`src/rtl/mem_err_unit.sv`:
```
module mem_err_unit #(
  parameter int ADDR_W = 40,
  parameter int REG_AW = 4
) (
  input  logic              clk,
  input  logic              rst_n,
  input  logic              reg_wr,
  input  logic [REG_AW-1:0] reg_addr,
  input  logic [31:0]       reg_wdata,
  output logic [31:0]       reg_rdata,
  input  logic [63:0]       wdat_in,
  input  logic [7:0]        wecc_in,
  output logic [63:0]       wdat_out,
  output logic [7:0]        wecc_out,
  input  logic              sbe_evt,
  input  logic              mbe_evt,
  input  logic [63:0]       err_data,
  input  logic [7:0]        err_ecc,
  input  logic [ADDR_W-1:0] err_addr,
  output logic              irq
);
  localparam int XW = ADDR_W - 32;
  localparam logic [REG_AW-1:0] O_IHI = REG_AW'(0), O_ILO = REG_AW'(1), O_ICTL = REG_AW'(2),
    O_CHI = REG_AW'(3), O_CLO = REG_AW'(4), O_CECC = REG_AW'(5), O_CAL = REG_AW'(6),
    O_CAH = REG_AW'(7), O_DET = REG_AW'(8), O_DIS = REG_AW'(9), O_IEN = REG_AW'(10),
    O_MGT = REG_AW'(11);

  logic [31:0]       inj_hi, inj_lo;
  logic [8:0]        inj_ctl;
  logic [63:0]       cap_d;
  logic [7:0]        cap_e;
  logic [ADDR_W-1:0] cap_a;
  logic [1:0]        det, dis, ien;
  logic [7:0]        thr, cnt;

  wire         sbe_ok  = sbe_evt && !dis[0];
  wire         mbe_ok  = mbe_evt && !dis[1];
  wire [7:0]   cnt_inc = cnt + 8'd1;
  wire         sbe_hit = sbe_ok && (thr != 8'd0) && (cnt_inc == thr);
  wire [1:0]   set_v   = {mbe_ok, sbe_hit};
  wire [1:0]   clr_v   = (reg_wr && reg_addr == O_DET) ? reg_wdata[1:0] : 2'b00;
  wire         cap_ld  = (set_v != 2'b00) && (det == 2'b00);

  assign wdat_out = inj_ctl[8] ? (wdat_in ^ {inj_hi, inj_lo}) : wdat_in;
  assign wecc_out = inj_ctl[8] ? (wecc_in ^ inj_ctl[7:0]) : wecc_in;
  assign irq      = |(det & ien);

  always_ff @(posedge clk or negedge rst_n) begin
    if (!rst_n) begin
      inj_hi <= '0; inj_lo <= '0; inj_ctl <= '0;
      dis <= '0; ien <= '0; thr <= '0;
    end else if (reg_wr) begin
      case (reg_addr)
        O_IHI:  inj_hi  <= reg_wdata;
        O_ILO:  inj_lo  <= reg_wdata;
        O_ICTL: inj_ctl <= reg_wdata[8:0];
        O_DIS:  dis     <= reg_wdata[1:0];
        O_IEN:  ien     <= reg_wdata[1:0];
        O_MGT:  thr     <= reg_wdata[23:16];
        default: ;
      endcase
    end
  end

  always_ff @(posedge clk or negedge rst_n) begin
    if (!rst_n) begin
      det <= '0; cnt <= '0;
    end else begin
      det <= (det & ~clr_v) | set_v;
      if (thr == 8'd0)  cnt <= '0;
      else if (sbe_ok)  cnt <= sbe_hit ? 8'd0 : cnt_inc;
    end
  end

  always_ff @(posedge clk or negedge rst_n) begin
    if (!rst_n) begin
      cap_d <= '0; cap_e <= '0; cap_a <= '0;
    end else if (cap_ld) begin
      cap_d <= err_data; cap_e <= err_ecc; cap_a <= err_addr;
    end
  end

  always_comb begin
    case (reg_addr)
      O_IHI:  reg_rdata = inj_hi;
      O_ILO:  reg_rdata = inj_lo;
      O_ICTL: reg_rdata = {23'd0, inj_ctl};
      O_CHI:  reg_rdata = cap_d[63:32];
      O_CLO:  reg_rdata = cap_d[31:0];
      O_CECC: reg_rdata = {24'd0, cap_e};
      O_CAL:  reg_rdata = cap_a[31:0];
      O_CAH:  reg_rdata = {{(32-XW){1'b0}}, cap_a[ADDR_W-1:32]};
      O_DET:  reg_rdata = {30'd0, det};
      O_DIS:  reg_rdata = {30'd0, dis};
      O_IEN:  reg_rdata = {30'd0, ien};
      O_MGT:  reg_rdata = {8'd0, thr, 8'd0, cnt};
      default: reg_rdata = 32'd0;
    endcase
  end
endmodule

```
`config.mk`:
```
export PLATFORM = sky130hd
export DESIGN_NAME = mem_err_unit
export DESIGN_NICKNAME = d
export VERILOG_FILES = /design/src/rtl/mem_err_unit.sv
export SDC_FILE = /design/constraint.sdc
export NUM_CORES = 1
export LEC_CHECK = 0
export ABC_AREA = 1
export BUFFER_PORTS_ARGS = -buffer_cell sky130_fd_sc_hd__buf_2
export CAP_MARGIN = 20
export CORE_UTILIZATION = 50
export CTS_BUF_LIST = sky130_fd_sc_hd__clkbuf_16
export DETAILED_ROUTE_END_ITERATION = 10
export PLACE_DENSITY_LB_ADDON = 0.08
export SLEW_MARGIN = 25
export SYNTH_ARGS = -nofsm -noshare
export SYNTH_HDL_FRONTEND = slang
export SYNTH_SLANG_ARGS = --single-unit
```
`constraint.sdc`:
```
create_clock -name clk -period 3 [get_ports clk]
set_input_delay 0.3 -clock clk [delete_from_list [all_inputs] [get_ports clk]]
set_output_delay 0.3 -clock clk [all_outputs]
set_load 0.02 [all_outputs]
```
-- Yosys cells after proc, flatten, opt, wreduce, memory -nomap -nowiden
Index checks and enable logic that the tools add are counted.
- reduce and logical (&&, ||, !) cells: 21
- equality and inequality tests: 12
- multiplexer cells: 7
- bitwise gates (word level): 6
- $add $sub $neg: 1
- operators with widths (cell ; count):
    32-bit one-hot mux with 12 select lines ; 1
    64-bit two-way mux ; 1
    64-bit bitwise XOR ; 1
    8-bit two-way mux ; 4
    4-bit by 3-bit == test with 1-bit output, second input constant ; 4
    4-bit == test, second input constant ; 4
    2-bit AND reduction ; 6
    8-bit by 1-bit adder with 8-bit output, second input constant ; 1
    4-bit by 2-bit == test with 1-bit output, second input constant ; 2
    8-bit == test ; 1
    8-bit logical NOT ; 1
    8-bit nonzero test ; 1
    8-bit bitwise XOR ; 1
    1-bit logical AND ; 6
    2-bit AND ; 2
    4-bit by 1-bit == test with 1-bit output, second input constant ; 1
    4-bit logical NOT ; 1
    2-bit nonzero test ; 2
    1-bit logical NOT ; 2
    2-bit logical NOT ; 1
    2-bit two-way mux ; 1
    2-bit NOT ; 1
    2-bit OR ; 1
    2-bit OR reduction ; 1
- output and inout bits: 105
- bits of input ports: 225
- register bits after elaboration: 207
- word-level logic and storage cells: 58

-- Logic depth before layout (Yosys ltp)
Gate-level depths: netlist of run 1.
- depth after elaboration: 7
- gate-level depth with buffers: 16
- depth with buffers taken out: 14

-- Worst setup path before layout of run 1
No wires, ideal clock.
- path type: register to register
- from: register cnt[0]
- to: register cap_d[0]
- setup time: 117 ps
- stages on the path, launching flop included: 17
- setup slack: 994 ps
- arrival: 1889 ps
- clock period less this slack: 2006 ps
- data required time: 2883 ps
- buffers on the path: 2
- cell sequence: dfrtp_1 ha_1 nand2_1 nor2_4 nand2_1 nand2_1 nand3_1 nand2_1 nand2_1 nor2_1 nand3_1 nand2_2 nand2_2 buf_6 buf_6 nand2_1 nand2_1
- word-level cells in the longest chain between the ends: 5
- ends and longest elaborated chain (item ; RTL line ; source):
    from (decl) ; 34 ; logic [7:0] thr, cnt;
    from (signal assigned) ; 71 ; else if (sbe_ok) cnt <= sbe_hit ? 8'd0 : cnt_inc;
    8-bit by 1-bit adder with 8-bit output ; 38 ; wire [7:0] cnt_inc = cnt + 8'd1;
    8-bit == test ; 39 ; wire sbe_hit = sbe_ok && (thr != 8'd0) && (cnt_inc == thr);
    1-bit logical AND ; 39 ;
    2-bit nonzero test ; 42 ; wire cap_ld = (set_v != 2'b00) && (det == 2'b00);
    1-bit logical AND ; 42 ;
    to (signal assigned) ; 79 ; cap_d <= err_data; cap_e <= err_ecc; cap_a <= err_addr;
    to (decl) ; 30 ; logic [63:0] cap_d;
No other way between the ends.
A chain may end at the register's enable or synchronous reset.

-- Final worst setup path of run 1
- from: input reg_addr[1]
- to: output reg_rdata[8]
- word-level cells in the longest chain between the ends: 2
- elaborated cells between the ends (all ways): 13
- those cells by class: eq/ne: 11; mux: 1; reduce/logical: 1
- ends and longest elaborated chain (item ; RTL line ; source):
    from (decl) ; 8 ; input logic [REG_AW-1:0] reg_addr,
    4-bit == test (tied with other cells) ; 84 ; case (reg_addr)
    32-bit one-hot mux with 12 select lines * ; 84 ;
    to (decl) ; 10 ; output logic [31:0] reg_rdata,
Every way passes the cells marked *; elsewhere a longest branch is shown, timed or not.

==> results of run 1 <==
-- worst paths after layout --
kind                            cells after the start                     to                  from
worst max register to register                     14   cap_d[8]$_DFFE_PN0P_    cnt[0]$_DFFE_PN0P_
worst max-delay path                                8           reg_rdata[8]           reg_addr[1]
max in group asynchronous                           3   cap_a[8]$_DFFE_PN0P_                 rst_n
min in group asynchronous                           2  inj_hi[4]$_DFFE_PN0P_                 rst_n
worst min-delay path                                3  cap_d[49]$_DFFE_PN0P_          err_data[49]
worst min register to register                      2   cap_e[2]$_DFFE_PN0P_  cap_e[2]$_DFFE_PN0P_
-- critical path, cell delays in order --
cell	delay (ps)
buf_2	130
nor2_1	120
nand2_1	90
clkinv_1	430
a22o_1	370
a221oi_1	580
nand3_1	150
buf_2	210
-- area by class of cell --
class	instances	share of cell area, %
timing repair buffer	353	14.6
clock inverter	18	0.784
antenna	5	0.0933
inverter	144	4.03
clock buffer	23	4.29
tap	275	2.57
multi-input combinational	967	35.0
sequential	207	38.6
-- what timing repair did --
| action | 4_1_cts | 5_1_grt |
|---|---|---|
| hold endpoints to repair | 81 | 0 |
| hold buffers | 1 | 0 |
| endpoints found under the setup margin | 0 | 57 |
| resized for setup | 0 | 1 |
-- through the flow --
| step | utilization (%) | power [mW] | area [µm²] |
|---|---|---|---|
| after global routing | 63.6 | 9.81 | 13400 |
| final | 63.6 | 9.24 | 13400 |
| after floorplan | - | 5.68 | 10800 |
| after CTS | 63.5 | 9.25 | 13400 |
| after detailed placement | 60.2 | 6.64 | 12700 |
| after global placement | 60.2 | 6.56 | 12700 |
-- power breakdown --
part	switching [mW]	internal (mW)	total [mW]
clock	1.14	1.47	2.61
combinational	1.48	0.869	2.34
sequential	0.631	3.65	4.28
-- state kept, by name (all words and copies together), names as in the netlist --
name / flops
cap_d: 64
cap_a: 40
inj_hi: 32
inj_lo: 32
inj_ctl: 9
cap_e: 8
cnt: 8
thr: 8
det: 2
dis: 2
ien: 2
-- placed cells by master (no fill, tap or decap), drive strengths merged, types with 4 or more instances in the layout --
cell type / n
nand2: 549
buf: 352
dfrtp: 207
inv: 146
nand3: 141
o21ai: 99
xor2: 74
a221oi: 35
nor2: 26
clkbuf: 23
clkinv: 14
a22o: 12
a21oi: 8
o2111ai: 6
diode: 5
o211ai: 4
o22ai: 4
-- kinds of logic (layout without fill, tap and decap cells) --
group / after synthesis / count (layout) / share of synthesized area [%]
buffers and inverters: 219 / 538 / 8.64
XOR/XNOR: 74 / 74 / 6.02
AO/OA/AOI/OAI: 172 / 172 / 10.1
other: 0 / 5 / 0
adder cells (fa/ha/maj): 1 / 1 / 0.116
flip-flops: 207 / 207 / 48.1
AND/OR/NAND/NOR: 720 / 720 / 27.0
-- layer usage --
| layer | GRT usage, % | wire [µm] |
|---|---|---|
| met1 | 46.9 | 15000 |
| met2 | 46.9 | 15400 |
| met3 | 5.87 | 3400 |
| met4 | 8.78 | 674 |
| met5 | 0 | 0 |
==> flow_metrics.py, run 1 <==
metrics = {
    "timing": {
        "grt_setup_unrepaired": "no",
        "skew_ps": 16.5,
        "tightest_slew_ps": 771,
        "setup_viol": 0,
        "fmax_mhz": 373,
        "slew_viol_final": 0,
        "whs_ps": 13.2,
        "finalWorstSetupSlack_ps": 318,
        "min_period_over_period_pct": 89.4,
        "tns_ps": 0,
        "max_slew_margin_pct": 48.6,
        "hold_violations": 0,
        "layout_min_cycle_time_ps": 2680,
    },
    "placement": {
        "place.gp.congestion": 0.879,
        "dp_hpwl_mm": 24.8,
        "pre_cts_slack_ps": 311,
        "numPortBuffers": 329,
        "dp_cells": 1945,
    },
    "min_path": {
        "hold_path_class": "input port to flop",
    },
    "floorplanning": {
        "initial_core_util_pct": 51.1,
        "core_mm2": 0.0211,
        "std_cell_rows": 53,
        "die_y_um": 149,
        "pin_count": 330,
        "die-area_mm2": 0.0221,
        "fp.dieW_um": 149,
    },
    "cts": {
        "clock_path_buffers": 3,
        "clk_latency_ps": 510,
        "clock_sinks": 207,
        "clkTransAtPathRegs_ps": 60,
        "cts_buffers": 23,
        "cts_tree": "built",
        "cts-root-buf": "clkbuf_16",
        "post_cts_buffers": 0,
        "htreeDepth": 1,
    },
    "global_routing": {
        "grt_max_degree": 113,
        "overflow": 0,
        "grt_pass1_vias": 9767,
        "grt_pass1_wl_mm": 53.2,
        "antenna_found_initial": 4,
        "gr-usage-all-layers_pct": 31.5,
    },
    "status": {
        "outcome": "complete, no violations",
    },
    "yosys": {
        "yosysUniqueCellTypes": 29,
        "synth_area_leaders": "dfrtp_1 (48%), nand2_1 (19%), nand3_1 (6.6%)",
        "async_reset_ff_share_pct": 100,
        "synth_area_mm2": 0.0108,
        "synth_commonest_cells": "nand2_1 (547), dfrtp_1 (207), inv_1 (142), nand3_1 (141), o21ai_0 (99)",
        "ys_ff_latch": 207,
        "synth_warnings": 0,
        "synth_edf_count": 0,
        "synth_fp_nets": 1619,
        "yosys.area.top_type": "dfrtp_1",
        "yosys.area.top_type_share_pct": 48.1,
        "ys_seq_area_share_pct": 48.1,
        "syn-instance-count": 1393,
        "yosysMostFrequentCell": "nand2_1",
        "syn_avg_cell_area_um2": 7.73,
        "yosys_most_used_dff": "dfrtp_1",
    },
    "worst_setup_path": {
        "criticalPathCategory": "input port to output pin",
        "worstPathArrival_ps": 2380,
        "crit_path_start_kind": "input port",
        "worst_ep_required_time_ps": 2700,
        "critPathCaptureType": "output pin",
        "crit_fanout": 13,
        "rrSetupSlack_ps": 420,
    },
    "routing": {
        "via_count": 10608,
        "routed_wl_mm": 34.5,
        "first_pass_iters": 5,
        "via_per_inst": 5.33,
        "initialDrtViolationCount": 783,
        "drc_errors": 0,
        "drt-wirelength-per-cell_um": 17.3,
        "ant_nets": 0,
    },
    "layout": {
        "fin_nets": 1922,
        "fillCellCount": 1960,
        "seq_area_mm2": 0.00518,
        "multi_input_area_mm2": 0.00469,
        "drive_gt1_share_pct": 23.1,
        "stdcell_count": 1992,
        "synthToLayoutAreaGrowth_pct": 24.5,
    },
    "flow_run": {
        "drv_cap": 0,
    },
    "power": {
        "p_per_area_mw_per_mm2": 689,
        "p_leak_nw": 7.36,
        "max-vdd-ir-drop_mv": 0.436,
    },
}
No activity file was read; power rests on OpenSTA's default activity.
==> run 2, diff against run 1 <==
Settings changed: BUFFER_PORTS_ARGS -buffer_cell sky130_fd_sc_hd__buf_2 to -buffer_cell sky130_fd_sc_hd__buf_4, CORE_UTILIZATION 50 to 55.
==> flow_metrics.py, run 2 (synthesis results as in run 1) <==
metrics = {
    "floorplanning": {
        "initial_core_util_pct": 56.8,
        "die-area_mm2": 0.0201,
        "pin_count": 330,
        "std_cell_rows": 50,
        "core_mm2": 0.0190,
        "fp.dieW_um": 142,
        "die_y_um": 142,
    },
    "worst_setup_path": {
        "r2r_end": "cap_a[29]$_DFFE_PN0P_",
        "critPathMaxStageDelay_ps": 610,
        "crit_path_start_kind": "input port",
        "worstPathArrival_ps": 2530,
        "crit_fanout": 8,
        "reg2reg_depth": 14,
        "worst_ep_required_time_ps": 2700,
        "criticalPathCategory": "input port to output pin",
        "crit_family": "simple AND/OR/NAND/NOR gates",
        "critPathCaptureType": "output pin",
        "crit_slowest_cell": "nor2_1",
        "cp_cell_sequence": "buf_4 -> nor2_1 -> inv_1 -> nor2_1 -> a221oi_1 -> nand3_1 -> buf_4",
        "crit_path_start": "reg_addr[3]",
        "critPathBufInv": 3,
        "rrSetupSlack_ps": 410,
        "timing.rr.start": "cnt[0]$_DFFE_PN0P_",
    },
    "cts": {
        "cts-root-buf": "clkbuf_16",
        "cts_buffers": 22,
        "post_cts_resized": 0,
        "post_cts_buffers": 0,
        "cts_tree": "built",
        "clock_sinks": 207,
        "htreeDepth": 1,
        "clkTransAtPathRegs_ps": 60,
        "clock_path_buffers": 3,
        "clk_latency_ps": 520,
        "ctsHoldBuffers": 5,
    },
    "flow_run": {
        "drv_cap": 0,
    },
    "layout": {
        "largest_reg_flops": 64,
        "final_cell_mix": "nand2_1 (545), buf_4 (343), dfrtp_1 (206)",
        "synthToLayoutAreaGrowth_pct": 31.7,
        "diodes": 0,
        "final_common_cell": "nand2_1",
        "largestRegisters": "cap_d x64, cap_a x40",
        "drive_gt1_share_pct": 22.9,
        "fillCellCount": 1503,
        "finish.instance_area_mm2": 0.0142,
        "regMostFlops": "cap_d",
        "fin_nets": 1924,
    },
    "timing": {
        "grt_setup_unrepaired": "no",
        "min_period_over_period_pct": 94.3,
        "slew_viol_final": 0,
        "skew_ps": 17.8,
        "hold_violations": 0,
        "max_slew_margin_pct": 46.1,
        "tns_ps": 0,
        "tightest_slew_ps": 809,
        "layout_min_cycle_time_ps": 2830,
        "fmax_mhz": 354,
        "setup_viol": 0,
    },
    "power": {
        "comb_power_share_pct": 27.2,
        "power_mw": 9.45,
        "sw_frac_of_total_pct": 35.0,
        "internal_power_mw": 6.14,
        "max-vdd-ir-drop_mv": 0.559,
        "p_per_area_mw_per_mm2": 667,
        "power_frac_seq_pct": 45.8,
        "power.share.clock_pct": 27.0,
        "p_leak_nw": 7.61,
        "p_sw_mw": 3.31,
    },
    "global_routing": {
        "grt_pass1_wl_mm": 55.8,
        "overflow": 0,
        "antenna_found_initial": 0,
        "grt_max_degree": 113,
        "grt_pass1_vias": 10298,
        "gr-usage-all-layers_pct": 36.2,
    },
    "routing": {
        "via_count": 10902,
        "routed_wl_mm": 36.1,
        "drt-wirelength-per-cell_um": 18.3,
        "drc_errors": 0,
        "wl_met2_mm": 16.6,
        "via_per_inst": 5.53,
        "first_pass_iters": 6,
        "drt-met1-wl_mm": 14.3,
        "wl_met3_mm": 4.09,
        "ant_nets": 0,
        "initialDrtViolationCount": 1105,
        "highest_layer": "met4",
    },
    "min_path": {
        "worstHoldPathCells": 3,
        "hold_end": "cap_a[35]$_DFFE_PN0P_",
        "worstHoldStart": "err_addr[35]",
        "hold_path_class": "input port to flop",
    },
    "placement": {
        "numPortBuffers": 329,
        "postPlaceCellArea_mm2": 0.0135,
        "dp_hpwl_mm": 26.3,
        "place.gp.congestion": 0.961,
    },
    "status": {
        "outcome": "complete, no violations",
    },
}
[run 2: changes by cell type in the layout (fill, tap and decap cells not counted)]
cell	delta
inv_1	-1
buf_6	-1
clkinv_2	-1
buf_12	-2
buf_2	-328
buf_4	+330
dlygate4sd3_1	+4
clkinv_8	+1
clkbuf_16	-1
diode_2	-5
clkbuf_8	+1
buf_8	-1
[run 2: routing by layer]
layer,global-route usage [%],vias to the layer above
met5,0,-
met4,10.4,0
met3,9.08,78
met2,56.3,665
met1,50.4,5111
li1,-,5048
[run 2: cell type report]
cell class                      instances  area [µm²]  area share (%)
Tap cell                              260         325            2.29
Clock buffer                           22         551            3.88
Sequential cell                       207        5180            36.5
Inverter                              144         541            3.81
Timing Repair Buffer                  356        2780            19.6
Multi-Input combinational cell        967        4690            33.1
Clock inverter                         17         113           0.794
[run 2: worst register-to-register path: cells and delay by family (launching register included)]
| family | cells | cell delay (ps) |
|---|---|---|
| fa+ha+maj | 1 | 240 |
| buf+inv | 1 | 360 |
| flops | 1 | 490 |
| simple gates | 12 | 1450 |
[run 2: worst max path at each step]
stage / to / slack, ps / cells after the start
global route: reg_rdata[0] / 80 / 8
detailed placement: reg_rdata[0] / 330 / 7
global placement: reg_rdata[0] / 360 / 7
finish: reg_rdata[0] / 170 / 7
CTS: reg_rdata[0] / 310 / 7
floorplan: cap_d[0]$_DFFE_PN0P_ / 990 / 16
[run 2: power groups by stage]
stage               Clock, mW  Sequential (mW)  Combinational (mW)
floorplan                   0             4.08                1.60
global placement            0             4.32                2.50
detailed placement          0             4.33                2.56
CTS                      2.56             4.30                2.58
global route             2.66             4.41                2.87
finish                   2.55             4.33                2.58
[run 2: metrics by stage]
| stage | worst slack, ps | utilization (%) | instances | hold WS, ps |
|---|---|---|---|---|
| after floorplan | 994 | - | 1393 | 4.41 |
| after global placement | 359 | 71.1 | 1929 | 347 |
| after detailed placement | 328 | 71.1 | 1929 | 354 |
| after CTS | 308 | 74.8 | 1973 | 0.848 |
| after global routing | 83.8 | 74.8 | 1973 | 12.3 |
| final | 172 | 74.8 | 1973 | 12.7 |
